$ cat src/rtl/irqv_pkg.sv
// irqv_pkg: shared types and host register addresses for the interrupt
// requester. Assumes a 2-bit host address space.
package irqv_pkg;

    // Host register map
    localparam logic [1:0] HADDR_LEVEL   = 2'd0;
    localparam logic [1:0] HADDR_VECTOR  = 2'd1;
    localparam logic [1:0] HADDR_TRIGGER = 2'd2;

    // Acknowledge engine states
    typedef enum logic [1:0] {
        ACK_IDLE = 2'd0,
        ACK_RESP = 2'd1,
        ACK_PASS = 2'd2
    } ack_state_t;

endpackage

$ cat src/rtl/irqv_regs.sv
// irqv_regs: host-programmed level and vector, plus the pending request.
// On an accepted trigger the programmed level and vector are copied into
// the active pair, so later host writes cannot disturb a request in flight.
// Assumes clr_req is only raised while a request is pending.
module irqv_regs
    import irqv_pkg::*;
#(
    parameter int LVL_W = 3,
    parameter int VEC_W = 8
) (
    input  logic             clk,
    input  logic             rst_n,
    input  logic             host_wr,
    input  logic [1:0]       host_addr,
    input  logic [VEC_W-1:0] host_wdata,
    input  logic             clr_req,
    output logic             pending,
    output logic [LVL_W-1:0] act_level,
    output logic [VEC_W-1:0] act_vector
);

    logic [LVL_W-1:0] prog_level;
    logic [VEC_W-1:0] prog_vector;
    logic             trig_wr;
    logic             trig_take;

    assign trig_wr   = host_wr && (host_addr == HADDR_TRIGGER);
    assign trig_take = trig_wr && !pending && (prog_level != '0);

    // Programmed level and vector registers
    always_ff @(posedge clk) begin
        if (!rst_n) begin
            prog_level  <= '0;
            prog_vector <= '0;
        end else if (host_wr) begin
            if (host_addr == HADDR_LEVEL)  prog_level  <= host_wdata[LVL_W-1:0];
            if (host_addr == HADDR_VECTOR) prog_vector <= host_wdata;
        end
    end

    // Pending flag with snapshot of the active level and vector
    always_ff @(posedge clk) begin
        if (!rst_n) begin
            pending    <= 1'b0;
            act_level  <= '0;
            act_vector <= '0;
        end else if (clr_req) begin
            pending    <= 1'b0;
        end else if (trig_take) begin
            pending    <= 1'b1;
            act_level  <= prog_level;
            act_vector <= prog_vector;
        end
    end

    AST_RETRIG_IGNORED: assert property (@(posedge clk) disable iff (!rst_n)
        (pending && trig_wr && !clr_req) |=> (pending && $stable(act_level) && $stable(act_vector)));
    AST_LEVEL0_NO_REQ: assert property (@(posedge clk) disable iff (!rst_n)
        (!pending && trig_wr && prog_level == '0) |=> !pending);
    AST_CLEAR_DROPS: assert property (@(posedge clk) disable iff (!rst_n)
        clr_req |=> !pending);

endmodule

$ cat src/rtl/irqv_line_drive.sv
// irqv_line_drive: decodes the active level into one pull-down enable per
// interrupt line. Bit i serves level i+1. Assumes level 0 is never active.
module irqv_line_drive #(
    parameter int NUM_LEVELS = 7,
    parameter int LVL_W      = 3
) (
    input  logic                  clk,
    input  logic                  rst_n,
    input  logic                  pending,
    input  logic [LVL_W-1:0]      act_level,
    output logic [NUM_LEVELS-1:0] irq_n
);

    // One decoder per line
    for (genvar i = 0; i < NUM_LEVELS; i++) begin : g_line
        assign irq_n[i] = !(pending && (act_level == LVL_W'(i + 1)));
    end

    AST_ONE_LINE: assert property (@(posedge clk) disable iff (!rst_n)
        $onehot0(~irq_n));

endmodule

$ cat src/rtl/irqv_ack_engine.sv
// irqv_ack_engine: tracks one backplane acknowledge cycle. It claims the
// cycle when the acknowledged level matches its pending request, otherwise
// passes the daisy chain on. Assumes all bus inputs are synchronous to clk.
module irqv_ack_engine
    import irqv_pkg::*;
#(
    parameter int LVL_W = 3,
    parameter int VEC_W = 8,
    parameter int DS_W  = 2
) (
    input  logic             clk,
    input  logic             rst_n,
    input  logic             pending,
    input  logic [LVL_W-1:0] act_level,
    input  logic [VEC_W-1:0] act_vector,
    input  logic             iack_in_n,
    input  logic [LVL_W-1:0] bus_addr,
    input  logic [DS_W-1:0]  ds_n,
    output logic             iack_out_n,
    output logic             dtack_n,
    output logic             vec_oe,
    output logic [VEC_W-1:0] vec,
    output logic             clr_req
);

    ack_state_t state, state_nx;
    logic       ds_act;
    logic       cyc_start;
    logic       lvl_hit;

    assign ds_act    = !(&ds_n);
    assign cyc_start = !iack_in_n && ds_act;
    assign lvl_hit   = pending && (bus_addr == act_level);

    // Next-state selection for the acknowledge cycle
    always_comb begin
        state_nx = state;
        case (state)
            ACK_IDLE: if (cyc_start) state_nx = lvl_hit ? ACK_RESP : ACK_PASS;
            ACK_RESP: if (!ds_act)   state_nx = ACK_IDLE;
            ACK_PASS: if (iack_in_n) state_nx = ACK_IDLE;
            default:                 state_nx = ACK_IDLE;
        endcase
    end

    // State register
    always_ff @(posedge clk) begin
        if (!rst_n) state <= ACK_IDLE;
        else        state <= state_nx;
    end

    // Bus-side outputs decoded from the state
    assign dtack_n    = (state != ACK_RESP);
    assign vec_oe     = (state == ACK_RESP);
    assign vec        = vec_oe ? act_vector : '0;
    assign iack_out_n = (state == ACK_PASS) ? iack_in_n : 1'b1;
    assign clr_req    = (state == ACK_RESP) && !ds_act;

    AST_RESP_ONLY_ON_HIT: assert property (@(posedge clk) disable iff (!rst_n)
        $fell(dtack_n) |-> $past(pending && !iack_in_n && bus_addr == act_level));
    AST_NOT_BOTH: assert property (@(posedge clk) disable iff (!rst_n)
        !(!dtack_n && !iack_out_n));
    AST_DTACK_HOLD: assert property (@(posedge clk) disable iff (!rst_n)
        (!dtack_n && ds_act) |=> !dtack_n);
    AST_DTACK_ENDS: assert property (@(posedge clk) disable iff (!rst_n)
        (!dtack_n && !ds_act) |=> (dtack_n && !vec_oe));
    AST_VEC_QUIET: assert property (@(posedge clk) disable iff (!rst_n)
        !vec_oe |-> (vec == '0));

endmodule

$ cat src/rtl/irq_vector_responder.sv
// irq_vector_responder: top level. Host writes program a level and vector
// and trigger a backplane interrupt; the acknowledge engine answers the
// matching acknowledge cycle with the vector and releases the line.
// Assumes bus inputs are already synchronized to clk.
module irq_vector_responder #(
    parameter int NUM_LEVELS = 7,
    parameter int VEC_W      = 8,
    parameter int DS_W       = 2
) (
    input  logic                  clk,
    input  logic                  rst_n,
    input  logic                  host_wr,
    input  logic [1:0]            host_addr,
    input  logic [VEC_W-1:0]      host_wdata,
    output logic [NUM_LEVELS-1:0] bus_irq_n,
    input  logic                  bus_iack_in_n,
    input  logic [$clog2(NUM_LEVELS+1)-1:0] bus_addr,
    input  logic [DS_W-1:0]       bus_ds_n,
    output logic                  bus_iack_out_n,
    output logic                  bus_dtack_n,
    output logic                  bus_vec_oe,
    output logic [VEC_W-1:0]      bus_vec
);

    localparam int LVL_W = $clog2(NUM_LEVELS + 1);

    logic             pending;
    logic             clr_req;
    logic [LVL_W-1:0] act_level;
    logic [VEC_W-1:0] act_vector;

    irqv_regs #(.LVL_W(LVL_W), .VEC_W(VEC_W)) u_regs (
        .clk        (clk),
        .rst_n      (rst_n),
        .host_wr    (host_wr),
        .host_addr  (host_addr),
        .host_wdata (host_wdata),
        .clr_req    (clr_req),
        .pending    (pending),
        .act_level  (act_level),
        .act_vector (act_vector)
    );

    irqv_line_drive #(.NUM_LEVELS(NUM_LEVELS), .LVL_W(LVL_W)) u_lines (
        .clk       (clk),
        .rst_n     (rst_n),
        .pending   (pending),
        .act_level (act_level),
        .irq_n     (bus_irq_n)
    );

    irqv_ack_engine #(.LVL_W(LVL_W), .VEC_W(VEC_W), .DS_W(DS_W)) u_ack (
        .clk        (clk),
        .rst_n      (rst_n),
        .pending    (pending),
        .act_level  (act_level),
        .act_vector (act_vector),
        .iack_in_n  (bus_iack_in_n),
        .bus_addr   (bus_addr),
        .ds_n       (bus_ds_n),
        .iack_out_n (bus_iack_out_n),
        .dtack_n    (bus_dtack_n),
        .vec_oe     (bus_vec_oe),
        .vec        (bus_vec),
        .clr_req    (clr_req)
    );

endmodule

$ cat config.mk
export PLATFORM = sky130hd
export DESIGN_NAME = irq_vector_responder
export DESIGN_NICKNAME = d
export VERILOG_FILES = /design/src/rtl/irqv_pkg.sv /design/src/rtl/irqv_regs.sv /design/src/rtl/irqv_line_drive.sv /design/src/rtl/irqv_ack_engine.sv /design/src/rtl/irq_vector_responder.sv
export SDC_FILE = /design/constraint.sdc
export NUM_CORES = 1
export LEC_CHECK = 0
export CAP_MARGIN = 30
export CELL_PAD_IN_SITES_DETAIL_PLACEMENT = 1
export CELL_PAD_IN_SITES_GLOBAL_PLACEMENT = 1
export CORE_ASPECT_RATIO = 1.2
export CORE_UTILIZATION = 30
export DETAILED_ROUTE_END_ITERATION = 8
export GPL_TIMING_DRIVEN = 0
export MAX_ROUTING_LAYER = met4
export PLACE_DENSITY = 0.81
export SETUP_SLACK_MARGIN = 0.05
export SYNTH_ARGS = -nofsm -noshare
export SYNTH_HDL_FRONTEND = slang
export SYNTH_SLANG_ARGS = --single-unit
$ cat constraint.sdc
create_clock -name clk -period 1.4 [get_ports clk]
set_input_delay 0.28 -clock clk [delete_from_list [all_inputs] [get_ports clk]]
set_output_delay 0.28 -clock clk [all_outputs]
set_load 0.03 [all_outputs]
* Word-level counts from Yosys, hierarchy flattened *
Cells that the tools add are included.

storage, ports and cells
  bits in read-only memories = 0
  output and inout bits = 18
  bits in writable memories = 0
  bits in registers = 25
  latch bits = 0
  memories kept = 0

cells by class
  reduce and logical (&&, ||, !) cells = 32
  eq/ne operators = 16
  multiply operators = 0
  bitwise logic cells = 2
  divide/modulo/power cells = 0
  shift-type cells = 0
  add/subtract/negate cells = 0
  order comparisons = 0
  mux-type cells = 7

operators by type and width
  kind                                                   count
  logical AND 1 bit                                      13
  == test 3 bit, second input constant                   4
  zero test 1 bit                                        10
  2-to-1 mux 2 bit                                       4
  2-to-1 mux 8 bit                                       1
  AND reduction 2 bit                                    4
  == test 3 x 2 -> 1 bit, second input constant          2
  case mux 2 bit (3 select lines)                        1
  == test 2 x 1 -> 1 bit, second input constant          2
  == test 2 bit, second input constant                   2
  zero test 2 bit                                        2
  inequality test 2 x 1 -> 1 bit, second input constant  2
  inequality test 2 bit, second input constant           2
  == test 3 x 1 -> 1 bit, second input constant          1
  == test 3 bit                                          1
  AND reduction 3 bit                                    1
  nonzero test 3 bit                                     1
  NOT 1 bit                                              2
  OR reduction 2 bit                                     1
  2-to-1 mux 1 bit                                       1

* Longest topological paths before layout *
Gate-level depths: netlist (run 1).

  depth after elaboration = 5
  depth in mapped cells = 5
  mapped depth without buffers = 3

* By module *
A second synthesis (run 1) with hierarchy kept.

unflattened totals
  cell total of the unflattened synthesis = 124
  area total of the unflattened synthesis = 1202.4 um2

by module, submodules not included
  module           seq. area each (um2)  times used  area an instance (um2)  cells each
  irqv_regs        460.4                 1           942.2                   91
  irqv_ack_engine  40.0                  1           193.9                   26
  irqv_line_drive  0.0                   1           66.3                    7

* Worst setup path before layout (run 1) *
OpenSTA, ideal clock, no wires.

  kind = reg2out
  start point = register u_ack.state[0]
  end point = output bus_vec[0]
  arrival = 1.333 ns
  path buffers = 1
  cell stages (with the launch flop) = 4
  slack = -0.213 ns
  cells stage by stage = dfxtp_1 > nor2b_1 > clkbuf_1 > and2_1

on the way
  cells in the longest elaborated chain, start to end = 2

ends and longest elaborated chain
  what                    line                        source
  start, declared         irqv_ack_engine.sv:26       ack_state_t state, state_nx;
  start signal, assigned  irqv_ack_engine.sv:49       else state <= state_nx;
  == test 2 x 1 -> 1 bit  irqv_ack_engine.sv:54       assign vec_oe = (state == ACK_RESP);
  named net bus_vec_oe    irq_vector_responder.sv:21  output logic bus_vec_oe,
  2-to-1 mux 8 bit        irqv_ack_engine.sv:55       assign vec = vec_oe ? act_vector : '0;
  end, declared           irq_vector_responder.sv:22  output logic [VEC_W-1:0] bus_vec

The timed path passes the listed nets, and every way through them passes these cells.

* Worst setup path in the final report (run 1) *
  start point = register u_ack.state[0]
  end point = output bus_vec[4]

on the way
  cells in the longest elaborated chain, start to end = 2

ends and longest elaborated chain
  what                    line
  == test 2 x 1 -> 1 bit  irqv_ack_engine.sv:54
  2-to-1 mux 8 bit        irqv_ack_engine.sv:55

Every way passes these cells.

==> results.toml, run 1 <==
[outcome]
violations = "negative setup slack"
status = "finished with violations"

[cts]
hold_buffers = 0
cts.clk_slew.worst_paths_ns = 0.09
clkSinkCount = 25
clock_path_buffers = 2
cts_tree = "yes"
htreeDepth = 1
cts_inserted_buffers = 3
clock_latency_ns = 0.27
cts-root-buf = "clkbuf_8"

[global_route]
antenna_found_initial = 0
top_usage_layer = "met2"
grt_max_degree = 15
grt_use_met3 = 0.03610
grt_first_pass_wirelength_um = 5602
global_route.usage.met2 = 0.3333
first_global_vias = 1150
use_met1 = 0.2020
grt-ovfl-total = 0
track_usage = 0.1824

[yosys]
ys_types = 22
synth_top_family_by_area = "simple AND/OR/NAND/NOR gates"
syn_area_sq_mm = 0.001204
netlist_instances = 128
synth_area_leader_cell = "dfxtp_1"
synth_area_leaders = "dfxtp_1 42%, mux2i_1 18%, nor2b_1 8.8%"
synth-compound-area-share = 0.03846
synth_top_area_frac = 0.4158
ys_async_sr_fraction = 0
synthSimpleGateAreaFrac = 0.2994
ys_warn_count = 0
synthMuxAreaShare = 0.1830
ys_ff_latch = 25
synth_common_cells = "26 x nand2_1, 25 x dfxtp_1, 22 x mux2i_1"
synth_nets = 147
synth_edf_count = 0
yosysSeqAreaShare = 0.4158
synth_area_per_cell_sq_um = 9.404
synthAdderAreaFrac = 0
synth.most_common_cell = "nand2_1"
synthFlopType = "dfxtp_1"
synth_xor_area_frac = 0.02183

[detailed_routing]
post-route-drc-count = 0
wl_per_cell_um = 15.31
vias = 1102
first_pass_iters = 4
vias_per_cell = 4.709
ant_nets = 0
first_iter_violations = 21
drt-total-wl_um = 3583

[die]
die_area_sq_mm = 0.004270
io_pins = 37
rows = 24
chipWidth_um = 59.82
start_util = 0.3233
chipHeight_um = 71.39
core_sq_mm = 0.003724

[power_and_ir_drop]
clkPwrFrac = 0.327
p_int_mw = 1.006
ir_worst_vdd_mv = 0.3770
combPwrFrac = 0.122
swShare = 0.2400
seqPwrFrac = 0.551
p_sw_mw = 0.3177
p_per_area_mw_per_mm2 = 685.8
leakage_nw = 0.7446

[sta]
worst_slew_pin_slew_ns = 0.4542
setup_ws_ns = -0.1128
fmax_mhz = 661.0
drv_slew = 0
hold_ws_ns = 0.4172
final-hold-violation-count = 0
fin_tns_setup_ns = -1.008
setup_viol = 15
final.period_utilization = 1.081
fin_skew_ns = 0.01042
rsz0062_at_grt = "yes"
slew_headroom = 0.6949
period_minus_slack_ns = 1.513

[cells_and_area]
n_antenna_cell = 0
nets = 202
finalNonFillerCells = 234
drive_gt1_frac = 0.3956
final_core_util = 0.5185
area_delta_synth_final_pct = 60.39

[job]
max_cap_viol_count = 0

[critical_path]
worstPathRequired_ns = 1.12
startpoint = "u_ack.state[0]"
criticalPathCategory = "register to output port"
path_buf_inv = 2
critPathMaxStageDelay_ns = 0.35
cp_top_family = "flip-flops"
endpoint_kind = "output port"
r2r_start = "u_regs.pending"
path_cells = "nor2b_4 > buf_8 > and2_2 > buf_6"
start_kind = "register"
crit_path_max_fanout = 5
cpMaxStageDelayCell = "dfxtp_2"
arrival_ns = 1.23

[min_path]
holdCritStartpoint = "rst_n"
hp-class = "primary input to register"

[place]
dp.cells = 215
globalplace.congestion = 0.7604
hpwl_um = 2285
io_buffer_count = 35
## power groups by stage
stage | Clock (mW) | Combinational (mW) | Sequential, mW
after floorplan | 0 | 0.0722 | 0.747
after global placement | 0 | 0.142 | 0.749
after detailed placement | 0 | 0.146 | 0.750
after CTS | 0.444 | 0.155 | 0.731
after global routing | 0.478 | 0.174 | 0.731
final | 0.433 | 0.161 | 0.729
## final timing paths
| check | to | slack (ns) | cells past startpoint |
|---|---|---|---|
| min reg2reg | u_regs.act_vector[0] | 0.47 | 2 |
| max reg2reg | u_regs.act_vector[6] | -0.03 | 4 |
| max | bus_vec[4] | -0.11 | 4 |
| min | u_regs.act_vector[2] | 0.42 | 3 |
## cell families after synthesis
| family | count (synthesis) |
|---|---|
| and+or+nand+nor | 65 |
| muxes | 22 |
| buffers and inverters | 9 |
| xor gates and xnor gates | 3 |
| DFF | 25 |
| AOI/OAI and AO/OA | 4 |
## layer usage
metal	share of wire	wire length (um)	vias up
met2	0.53	1906	31
met3	0.047	168	4
met5	0	0	-
met4	0.0067	24	0
met1	0.41	1484	531
li1	-	-	536
## flip-flops by register name, summed over array words and instances (netlist names)
register / cells
u_regs.act_vector: 8
u_regs.prog_vector: 8
u_regs.act_level: 3
u_regs.prog_level: 3
u_ack.state: 2
u_regs.pending: 1
## cell usage in the layout, fill, tap and decap left out, types with 3 or more instances in the layout
master	count
nor2b_1	13
dlygate4sd2_1	3
nor2b_4	4
clkbuf_1	4
nand2_2	3
and2_4	7
buf_6	20
dfxtp_1	19
nand3_2	4
nand2_1	23
dfxtp_4	4
clkdlybuf4s50_1	13
xnor2_1	3
mux2i_1	22
buf_4	13
clkbuf_8	3
## repair_timing
item                                    CTS  global route
endpoints found under the setup margin   35            28
gates cloned                              2             0
buffers inserted                          5             9
pin swaps                                 5             8
gates resized for setup                 141            35
## stage by stage
stage	instance area (sq um)	setup slack (ns)	power [mW]
after floorplan	1215	0.05201	0.8195
after global placement	1630	-0.5418	0.8906
after detailed placement	1630	-0.5811	0.8963
after CTS	1803	-0.1618	1.330
after global routing	1931	-0.1745	1.384
final	1931	-0.1128	1.324
## final cells by class
class / count / area (sq um)
Buffer: 7 / 46.29
Clock buffer: 3 / 41.29
Clock inverter: 1 / 5.005
Fill cell: 442 / 1793
Inverter: 1 / 3.754
Multi-Input combinational cell: 94 / 750.7
Sequential cell: 25 / 518.0
Tap cell: 52 / 65.06
Timing Repair Buffer: 51 / 500.5
## worst min-delay path, cell delays in order
cell	delay, ns
clkbuf_1	0.20
nand2_1	0.12
mux2i_1	0.05
Note: power is estimated with default switching activity, not from simulation.
==> run 2, diff against run 1 <==
--- a/config.mk
+++ b/config.mk
@@ -5,6 +5,7 @@
 export SDC_FILE = /design/constraint.sdc
 export NUM_CORES = 1
 export LEC_CHECK = 0
+export ABC_CLOCK_PERIOD_IN_PS = 1400
 export CAP_MARGIN = 30
 export CELL_PAD_IN_SITES_DETAIL_PLACEMENT = 1
 export CELL_PAD_IN_SITES_GLOBAL_PLACEMENT = 1
==> results of run 2 <==
The final DEF is identical to that of run 1; final timing and power are the same.
